### config.mk
export PLATFORM = sky130hd
export DESIGN_NAME = conv_sync_tx
export DESIGN_NICKNAME = d
export VERILOG_FILES = /design/src/rtl/cst_pkg.sv /design/src/rtl/cst_frame_ctrl.sv /design/src/rtl/cst_lsb_shifter.sv /design/src/rtl/cst_conv_core.sv /design/src/rtl/conv_sync_tx.sv
export SDC_FILE = /design/constraint.sdc
export NUM_CORES = 1
export LEC_CHECK = 0
export CAP_MARGIN = 40
export CORE_MARGIN = 10
export CORE_UTILIZATION = 55
export CTS_CLUSTER_SIZE = 14
export DETAILED_ROUTE_END_ITERATION = 16
export DONT_BUFFER_PORTS = 1
export GPL_TIMING_DRIVEN = 0
export HOLD_SLACK_MARGIN = 0.08
export PLACE_DENSITY_LB_ADDON = 0.05
export SETUP_SLACK_MARGIN = 0.1
export SLEW_MARGIN = 20
export SYNTH_ARGS = -nofsm -noshare
export SYNTH_HDL_FRONTEND = slang
export SYNTH_SLANG_ARGS = --single-unit
export TNS_END_PERCENT = 20
### constraint.sdc
create_clock -name clk -period 1.9 [get_ports clk]
set_input_delay 0.38 -clock clk [delete_from_list [all_inputs] [get_ports clk]]
set_output_delay 0.38 -clock clk [all_outputs]
set_load 0.005 [all_outputs]
### src/rtl/cst_pkg.sv
package cst_pkg;

   typedef enum logic {
      ST_IDLE = 1'b0,
      ST_SEND = 1'b1
   } tx_state_e;

   // number of coded bits leaving the encoder per data bit
   localparam int CODE_N = 2;

endpackage

### src/rtl/cst_frame_ctrl.sv
module cst_frame_ctrl
   import cst_pkg::*;
#(
   parameter int SYNC_W    = 8,
   parameter int SYNC_REPS = 2,
   parameter logic [SYNC_W-1:0] SYNC_PAT = 8'b11100100,
   parameter int BODY_W    = 416,
   localparam int HDR_W    = SYNC_W * SYNC_REPS,
   localparam int FRAME_W  = HDR_W + BODY_W,
   localparam int CNT_W    = $clog2(FRAME_W)
) (
   input  logic clk,
   input  logic rst_n,
   input  logic load_i,
   input  logic bit_en_i,
   output logic start_o,
   output logic adv_o,
   output logic last_o,
   output logic busy_o,
   output logic in_hdr_o,
   output logic phase_o,
   output logic hdr_bit_o
);

   tx_state_e        st_q;
   logic [CNT_W-1:0] cnt_q;
   logic [HDR_W-1:0] hdr_q;

   assign busy_o    = (st_q == ST_SEND);
   assign start_o   = (st_q == ST_IDLE) && load_i;
   assign adv_o     = busy_o && bit_en_i;
   assign last_o    = adv_o && (cnt_q == CNT_W'(FRAME_W - 1));
   assign in_hdr_o  = (cnt_q < CNT_W'(HDR_W));
   assign phase_o   = cnt_q[0];
   assign hdr_bit_o = hdr_q[HDR_W-1];

   always_ff @(posedge clk or negedge rst_n) begin
      if (!rst_n) begin
         st_q  <= ST_IDLE;
         cnt_q <= '0;
         hdr_q <= '0;
      end else if (start_o) begin
         st_q  <= ST_SEND;
         cnt_q <= '0;
         hdr_q <= {SYNC_REPS{SYNC_PAT}};
      end else if (adv_o) begin
         hdr_q <= {hdr_q[HDR_W-2:0], 1'b0};
         if (last_o) begin
            st_q  <= ST_IDLE;
            cnt_q <= '0;
         end else begin
            cnt_q <= cnt_q + 1'b1;
         end
      end
   end

   AST_CNT_IN_FRAME: assert property (@(posedge clk) disable iff (!rst_n)
      busy_o |-> (cnt_q < CNT_W'(FRAME_W)));
   AST_START_ZEROES_COUNT: assert property (@(posedge clk) disable iff (!rst_n)
      start_o |=> (busy_o && cnt_q == '0));
   AST_STALL_HOLDS_COUNT: assert property (@(posedge clk) disable iff (!rst_n)
      (busy_o && !bit_en_i) |=> (busy_o && $stable(cnt_q)));

endmodule

### src/rtl/cst_lsb_shifter.sv
module cst_lsb_shifter #(
   parameter int DATA_W     = 208,
   parameter int TAIL_W     = 8,
   parameter bit FORCE_TAIL = 1'b1
) (
   input  logic              clk,
   input  logic              rst_n,
   input  logic              load_i,
   input  logic [DATA_W-1:0] data_i,
   input  logic              shift_i,
   input  logic              busy_i,
   output logic              bit_o
);

   logic [DATA_W-1:0] word_in;
   logic [DATA_W-1:0] word_q;

   generate
      if (FORCE_TAIL) begin : g_mask_tail
         assign word_in = {{TAIL_W{1'b0}}, data_i[DATA_W-TAIL_W-1:0]};
      end else begin : g_pass_tail
         assign word_in = data_i;
      end
   endgenerate

   always_ff @(posedge clk or negedge rst_n) begin
      if (!rst_n) begin
         word_q <= '0;
      end else if (load_i) begin
         word_q <= word_in;
      end else if (shift_i) begin
         word_q <= {1'b0, word_q[DATA_W-1:1]};
      end
   end

   assign bit_o = word_q[0];

   AST_WORD_HELD_WHILE_BUSY: assert property (@(posedge clk) disable iff (!rst_n)
      (busy_i && !shift_i) |=> $stable(word_q));

endmodule

### src/rtl/cst_conv_core.sv
module cst_conv_core
   import cst_pkg::*;
#(
   parameter int MEM               = 4,
   parameter logic [MEM:0] GEN_A   = 5'o23,
   parameter logic [MEM:0] GEN_B   = 5'o35,
   parameter bit CHECK_FLUSH       = 1'b1
) (
   input  logic clk,
   input  logic rst_n,
   input  logic clear_i,
   input  logic step_i,
   input  logic u_i,
   input  logic phase_i,
   input  logic end_i,
   output logic sym_o
);

   logic [MEM-1:0]    sr_q;   // sr_q[MEM-1] newest, sr_q[0] oldest
   logic [MEM:0]      win;
   logic [CODE_N-1:0] sym;

   assign win = {u_i, sr_q};

   generate
      for (genvar g = 0; g < CODE_N; g++) begin : g_tap
         localparam logic [MEM:0] TAPS = (g == 0) ? GEN_A : GEN_B;
         assign sym[g] = ^(win & TAPS);
      end
   endgenerate

   assign sym_o = sym[phase_i];

   always_ff @(posedge clk or negedge rst_n) begin
      if (!rst_n) begin
         sr_q <= '0;
      end else if (clear_i) begin
         sr_q <= '0;
      end else if (step_i) begin
         sr_q <= {u_i, sr_q[MEM-1:1]};
      end
   end

   AST_FRAME_STARTS_ZERO: assert property (@(posedge clk) disable iff (!rst_n)
      clear_i |=> (sr_q == '0));

   generate
      if (CHECK_FLUSH) begin : g_flush_chk
         AST_TAIL_FLUSHED: assert property (@(posedge clk) disable iff (!rst_n)
            end_i |=> (sr_q == '0));
      end
   endgenerate

endmodule

### src/rtl/conv_sync_tx.sv
module conv_sync_tx
   import cst_pkg::*;
#(
   parameter int DATA_W     = 208,
   parameter int TAIL_W     = 8,
   parameter int MEM        = 4,
   parameter logic [MEM:0] GEN_A = 5'o23,
   parameter logic [MEM:0] GEN_B = 5'o35,
   parameter int SYNC_W     = 8,
   parameter int SYNC_REPS  = 2,
   parameter logic [SYNC_W-1:0] SYNC_PAT = 8'b11100100,
   parameter bit FORCE_TAIL = 1'b1,
   localparam int BODY_W    = CODE_N * DATA_W
) (
   input  logic              clk,
   input  logic              rst_n,
   input  logic              load_i,
   input  logic [DATA_W-1:0] data_i,
   input  logic              bit_en_i,
   output logic              busy_o,
   output logic              ser_o,
   output logic              ser_vld_o,
   output logic              done_o
);

   generate
      if (MEM < 2) begin : g_bad_mem
         $error("MEM must be at least 2");
      end
      if (TAIL_W < MEM || TAIL_W >= DATA_W) begin : g_bad_tail
         $error("TAIL_W must cover MEM and be below DATA_W");
      end
      if (((SYNC_W * SYNC_REPS) % 2) != 0) begin : g_bad_hdr
         $error("header length must be even");
      end
   endgenerate

   logic start, adv, last, in_hdr, phase, hdr_bit;
   logic step, u_bit, sym;
   logic ser_q, vld_q, done_q;

   cst_frame_ctrl #(
      .SYNC_W   (SYNC_W),
      .SYNC_REPS(SYNC_REPS),
      .SYNC_PAT (SYNC_PAT),
      .BODY_W   (BODY_W)
   ) ctrl_i (
      .clk      (clk),
      .rst_n    (rst_n),
      .load_i   (load_i),
      .bit_en_i (bit_en_i),
      .start_o  (start),
      .adv_o    (adv),
      .last_o   (last),
      .busy_o   (busy_o),
      .in_hdr_o (in_hdr),
      .phase_o  (phase),
      .hdr_bit_o(hdr_bit)
   );

   assign step = adv && !in_hdr && phase;

   cst_lsb_shifter #(
      .DATA_W    (DATA_W),
      .TAIL_W    (TAIL_W),
      .FORCE_TAIL(FORCE_TAIL)
   ) shift_i (
      .clk    (clk),
      .rst_n  (rst_n),
      .load_i (start),
      .data_i (data_i),
      .shift_i(step),
      .busy_i (busy_o),
      .bit_o  (u_bit)
   );

   cst_conv_core #(
      .MEM        (MEM),
      .GEN_A      (GEN_A),
      .GEN_B      (GEN_B),
      .CHECK_FLUSH(FORCE_TAIL)
   ) core_i (
      .clk    (clk),
      .rst_n  (rst_n),
      .clear_i(start),
      .step_i (step),
      .u_i    (u_bit),
      .phase_i(phase),
      .end_i  (last),
      .sym_o  (sym)
   );

   always_ff @(posedge clk or negedge rst_n) begin
      if (!rst_n) begin
         ser_q  <= 1'b0;
         vld_q  <= 1'b0;
         done_q <= 1'b0;
      end else begin
         vld_q  <= adv;
         done_q <= last;
         if (adv) begin
            ser_q <= in_hdr ? hdr_bit : sym;
         end
      end
   end

   assign ser_o     = ser_q;
   assign ser_vld_o = vld_q;
   assign done_o    = done_q;

   AST_DONE_WITH_BIT: assert property (@(posedge clk) disable iff (!rst_n)
      done_o |-> ser_vld_o);
   AST_DONE_IDLE: assert property (@(posedge clk) disable iff (!rst_n)
      done_o |-> !busy_o);
   AST_VLD_NEEDS_ENABLE: assert property (@(posedge clk) disable iff (!rst_n)
      ser_vld_o |-> $past(bit_en_i));

endmodule

== Yosys cells after proc, flatten, opt, wreduce, memory -nomap -nowiden ==
Cells that the tools add are included.
W data, S select, Z words.
Cells by class
  $add $sub $neg: 1
  order comparisons: 2
  reduce and logical (&&, ||, !) cells: 12
  bitwise logic cells: 1
  multiplexer cells: 15
  eq/ne operators: 1
Operator list (number)
  $mux W208: 2
  $mux W16: 2
  $mux W9: 3
  $reduce_xor A5 Y1: 2
  $add A9 B1 Y9 const B: 1
  $eq A9 B9 Y1 const B: 1
  $lt A9 B5 Y1 const B: 1
  $mux W4: 2
  $mux W1: 6
  $reduce_bool A2 Y1: 3
  $logic_and A1 B1 Y1: 5
  $lt A1 B2 Y1 const B: 1
  $reduce_and A2 Y1: 1
  $logic_not A1 Y1: 1
  $not A1 Y1: 1
Storage, ports and cells
  output and inout bits: 4
  word-level logic and storage cells: 40
  flip-flop bits (word level): 241

== Depth between registers and ports, before layout ==
  depth after elaboration: 6
  mapped depth: 7

== Cells and area by module ==
Synthesis repeated with hierarchy kept, for this count alone.
Unflattened totals
  cell total of the unflattened synthesis: 997
  area total of the unflattened synthesis: 10661.5 µm²
Modules (own cells, without submodules)
  cst_lsb_shifter: cells an instance 866, instances 1, area an instance 9295.2 µm²
  cst_frame_ctrl: cells an instance 105, instances 1, area an instance 1069.8 µm²
  cst_conv_core: cells an instance 18, instances 1, area an instance 195.2 µm²
  conv_sync_tx: cells an instance 8, instances 1, area an instance 101.3 µm²

== Worst setup path after synthesis ==
No wires, ideal clock.
  kind: register -> register
  from: register ctrl_i.cnt_q[0]
  to: register ctrl_i.cnt_q[7]
  library setup time: 0.116 ns
  cell stages (with the launch flop): 7
  arrival: 1.412 ns
  slack: 0.372 ns
  path buffers: 1
  path through: dfrtp_1 ha_1 and3_1 clkbuf_1 a31oi_1 nand3_1 o311ai_0
On the way
  longest elaborated chain between the ends: 5
  elaborated cells on any way between the ends: 6
  classes of those cells: 1 x add/sub; 1 x eq/ne; 3 x mux; 1 x reduce/logical
RTL lines
  start: declaration: RTL line cst_frame_ctrl.sv:26  | logic [CNT_W-1:0] cnt_q;
  start signal: assignment: RTL line cst_frame_ctrl.sv:52  | cnt_q <= cnt_q + 1'b1;
  parallel branches: the longest is 2 deep, another holds $add A9 B1 Y9
  $mux W9 (*): RTL line cst_frame_ctrl.sv:48  | if (last_o) begin
  $mux W9 (*): RTL line cst_frame_ctrl.sv:46  | end else if (adv_o) begin
  $mux W9 (*): RTL line cst_frame_ctrl.sv:42  | end else if (start_o) begin
Mark *: on every way between the ends. The select of a mux whose other input is x is not followed.
A chain may end at the register's enable or synchronous reset.

== Worst setup path after layout ==
  from: register ctrl_i.st_q (netlist: ctrl_i.busy_o)
  to: register shift_i.word_q[114]
On the way
  longest elaborated chain between the ends: 4
  elaborated cells on any way between the ends: 7
  classes of those cells: 1 x mux; 1 x bitwise; 5 x reduce/logical
RTL lines
  start: declaration: RTL line cst_frame_ctrl.sv:25  | tx_state_e st_q;
  start signal: assignment: RTL line cst_frame_ctrl.sv:39  | st_q <= ST_IDLE;
  start signal: assignment: RTL line cst_frame_ctrl.sv:43  | st_q <= ST_SEND;
  start signal: assignment: RTL line cst_frame_ctrl.sv:49  | st_q <= ST_IDLE;
  $logic_and A1 B1 Y1: RTL line cst_frame_ctrl.sv:31  | assign adv_o = busy_o && bit_en_i;
  $logic_and A1 B1 Y1 (2 in series): RTL line conv_sync_tx.sv:61  | assign step = adv && !in_hdr && phase;
  $reduce_bool A2 Y1 (no source line)
  end signal: assignment: RTL line cst_lsb_shifter.sv:30  | word_q <= word_in;
  end signal: assignment: RTL line cst_lsb_shifter.sv:32  | word_q <= {1'b0, word_q[DATA_W-1:1]};
  end: declaration: RTL line cst_lsb_shifter.sv:16  | logic [DATA_W-1:0] word_q;
Parallel ways exist; a longest one is shown, timed or not.

==> flow_summary.toml <==
[outcome]
outcome = "finished with violations"
violations = "negative hold slack"

[die]
die_height_um = 157
coreArea_um2 = 18600
row_count = 50
ioPinCount = 216
start_util_pct = 55.6
die-area_um2 = 24800
dieWidth_um = 157

[placement]
port_buffers = 0
placed_cells = 1451
dp_hpwl_um = 18000
finalWeightedCongestion = 0.825
place_area_um2 = 10700
pre_cts_ws_ns = -0.220

[pwr]
power_switching_mw = 4.31
clockPowerShare_pct = 31.8
leakagePower_nw = 6.37
pwr-share-comb_pct = 17.9
seqPwrFrac_pct = 50.3
cellPowerDensity_nw_per_um2 = 1130
switching_share_pct = 28.1
p_int_mw = 11.0
ir_worst_vdd_v = 0.000766

[logic_synthesis]
synth_top_family_by_area = "simple AND/OR/NAND/NOR gates"
synthesis.nets = 1430
synthSimpleGateAreaFrac_pct = 35.9
synthMuxAreaShare_pct = 0.109
synth_cells = 1217
synth_fa_ha_area_share_pct = 0.121
synth-seq-cells = 231
synthXorXnorAreaFrac_pct = 0.169
ys_types = 32
avgSynthCellArea_um2 = 8.52
synth-compound-area-share_pct = 2.77
ys_warn_count = 0
ys_seq_area_share_pct = 55.7
synth_area_um2 = 10400

[clock_tree]
clkTransAtPathRegs_ns = 0.06
cts_tree = "done"
ctsHoldBuffers = 201
clkLatencyLatePin_ns = 0.51
cts_max_path_buffers = 3
cts_inserted_buffers = 25
htree_levels = 1
cts_root_buf = "clkbuf_16"
clkSinkCount = 231

[sta]
setup_viol = 0
timing.fmax_mhz = 558
hold_violations = 231
rsz0062_at_grt = "true"
maxSlewHeadroom_pct = 67.8
worst_slack_ns = 0.108
hold_slack_ns = -0.436
finClkSkew_ns = 0.00878
min_period_ns = 1.79
worst_slew_pin_slew_ns = 0.484
finalMaxSlewViolations = 0
post-route-period-util_pct = 94.3

[worst_hold_path]
hold_class = "in2async"

[worst_setup_path]
critPathLaunchType = "flop"
path_max_fanout = 10
cp.required_ns = 2.34
worstSetupEndpointType = "flop"
arrival_ns = 2.24
worst-setup-path-type = "reg2reg"

[cells_and_area]
finalInstanceArea_um2 = 13600
final_layout_size_suffix_gt1_share_pct = 7.99
area_growth_pct = 31.0
final_util_pct = 72.9
nets = 1660
fillers = 1351
layoutNonFillerInstCount = 1703

[detailed_routing]
drc = 0
wire_per_inst_um = 17.5
vias = 9655
first_pass_iters = 7
vias_per_cell = 5.67
ant_nets = 0
drt_iter0_drc = 795
drt_wl_total_um = 29700

[grt]
grt_usage_pct = 23.7
antenna_found_initial = 4
grt_pass1_vias = 9612
globalRouteOverflowTotal = 0
grt_pass1_wl_um = 48500
grt_max_degree = 232

[flow_run]
cap_violations = 0
[power groups by stage]
stage | clock network [mW] | registers [mW] | logic, mW
finish | 4.87 | 7.70 | 2.74
detailed placement | 0 | 7.69 | 2.36
CTS | 4.94 | 7.64 | 2.70
floorplan | 0 | 7.47 | 1.96
global placement | 0 | 7.67 | 2.23
global route | 5.16 | 7.91 | 3.16
[layout make-up]
class / count / area, um^2 / area share [%]
clock buffers: 39 / 768 / 5.66
clock inverters: 6 / 57.6 / 0.424
diodes: 4 / 10.0 / 0.0737
multi-input cells: 889 / 4060 / 29.9
inverters: 2 / 7.51 / 0.0553
repair buffers: 203 / 2030 / 14.9
flip-flops and latches: 231 / 5780 / 42.6
plain buffers: 95 / 579 / 4.26
well taps: 234 / 293 / 2.16
[cell usage after synthesis (all sizes together)]
library cell	n	area (um^2)
inv	2	7.51
buf	50	363
a22o	8	70.1
nand3	403	2020
nor3	2	21.3
a211o	2	17.5
or3	2	12.5
o21ai	6	30.0
nor2	10	40.0
a211oi	1	20.0
a31oi	4	25.0
nand2	421	1580
o211ai	2	15.0
a21oi	8	40.0
clkbuf	45	169
o311ai	1	8.76
ha	1	12.5
nand2b	2	12.5
nor2b	1	6.26
mux2	1	11.3
and2	1	6.26
and3	2	12.5
o22a	7	61.3
xnor2	2	17.5
dfrtp	231	5780
nand4	1	6.26
and4	1	8.76
[worst max-delay path, cell delays in order (launching register included)]
cell	delay (ns)
dfrtp_1	0.42
nand2b_1	0.27
clkbuf_2	0.35
buf_1	0.42
nand3_1	0.15
nand3_1	0.11
[through the flow]
| stage | power [mW] | setup TNS (ns) |
|---|---|---|
| floorplan | 9.43 | 0 |
| global placement | 9.90 | -14.82 |
| detailed placement | 10.0 | -18.00 |
| CTS | 15.3 | 0 |
| global route | 16.2 | -0.000165 |
| finish | 15.3 | 0 |
[what timing repair did]
item                       in CTS  in global routing
gates cloned                    0                  0
setup buffers                   0                  2
setup endpoints to repair     192                210
resized for setup               8                 43
hold endpoints to repair      432                231
pin swaps                       0                  2
[placed cells by master, fill, tap and decap left out, types with 3 or more instances in the layout]
master	instances
nand2_1	421
nand3_1	403
dfrtp_1	229
dlygate4sd3_1	201
clkbuf_1	25
clkbuf_16	25
clkbuf_2	24
buf_2	22
buf_6	18
nor2_1	9
clkbuf_8	9
a22o_1	8
a21oi_1	8
buf_1	7
o22a_1	7
o21ai_0	6
diode_2	4
clkinv_2	4
a31oi_1	3
[routing by layer]
metal | share of wire (%) | routed length [um] | up-vias | global-route usage, %
met4 | 2.5 | 736 | 0 | 6.54
met2 | 48 | 14100 | 379 | 37.1
li1 | - | - | 4542 | -
met3 | 8.1 | 2420 | 59 | 5.87
met1 | 42 | 12400 | 4675 | 32.0
met5 | 0 | 0 | - | 0
[sequential cells by signal, indices dropped and copies added (netlist names)]
name / cells
ctrl_i.hdr_q: 14
ser_vld_o: 1
done_o: 1
ctrl_i.cnt_q: 9
ser_o: 1
core_i.sr_q: 4
ctrl_i.busy_o: 1
shift_i.word_q: 200
[cell families (layout without fill, tap and decap cells)]
group,Yosys count,count (layout)
buf+inv,97,345
mux,1,1
simple gates,846,846
fa+ha+maj,1,1
flops,231,231
compound gates,39,39
other cells,0,4
xor+xnor,2,2
[path summary, 6_finish.rpt]
path	start	end	slack, ns	depth (start not counted)
setup / recovery	ctrl_i.busy_o	shift_i.word_q[114]	0.11	5
hold / removal	rst_n	shift_i.word_q[165]	-0.44	0
setup reg to reg	ctrl_i.busy_o	shift_i.word_q[114]	0.11	5
hold reg to reg	shift_i.word_q[143]	shift_i.word_q[142]	0.47	2
max in group asynchronous	rst_n	ctrl_i.hdr_q[12]	1.99	0
min in group clk	bit_en_i	done_o	0.37	4
Power figures use the tool's default switching activity.
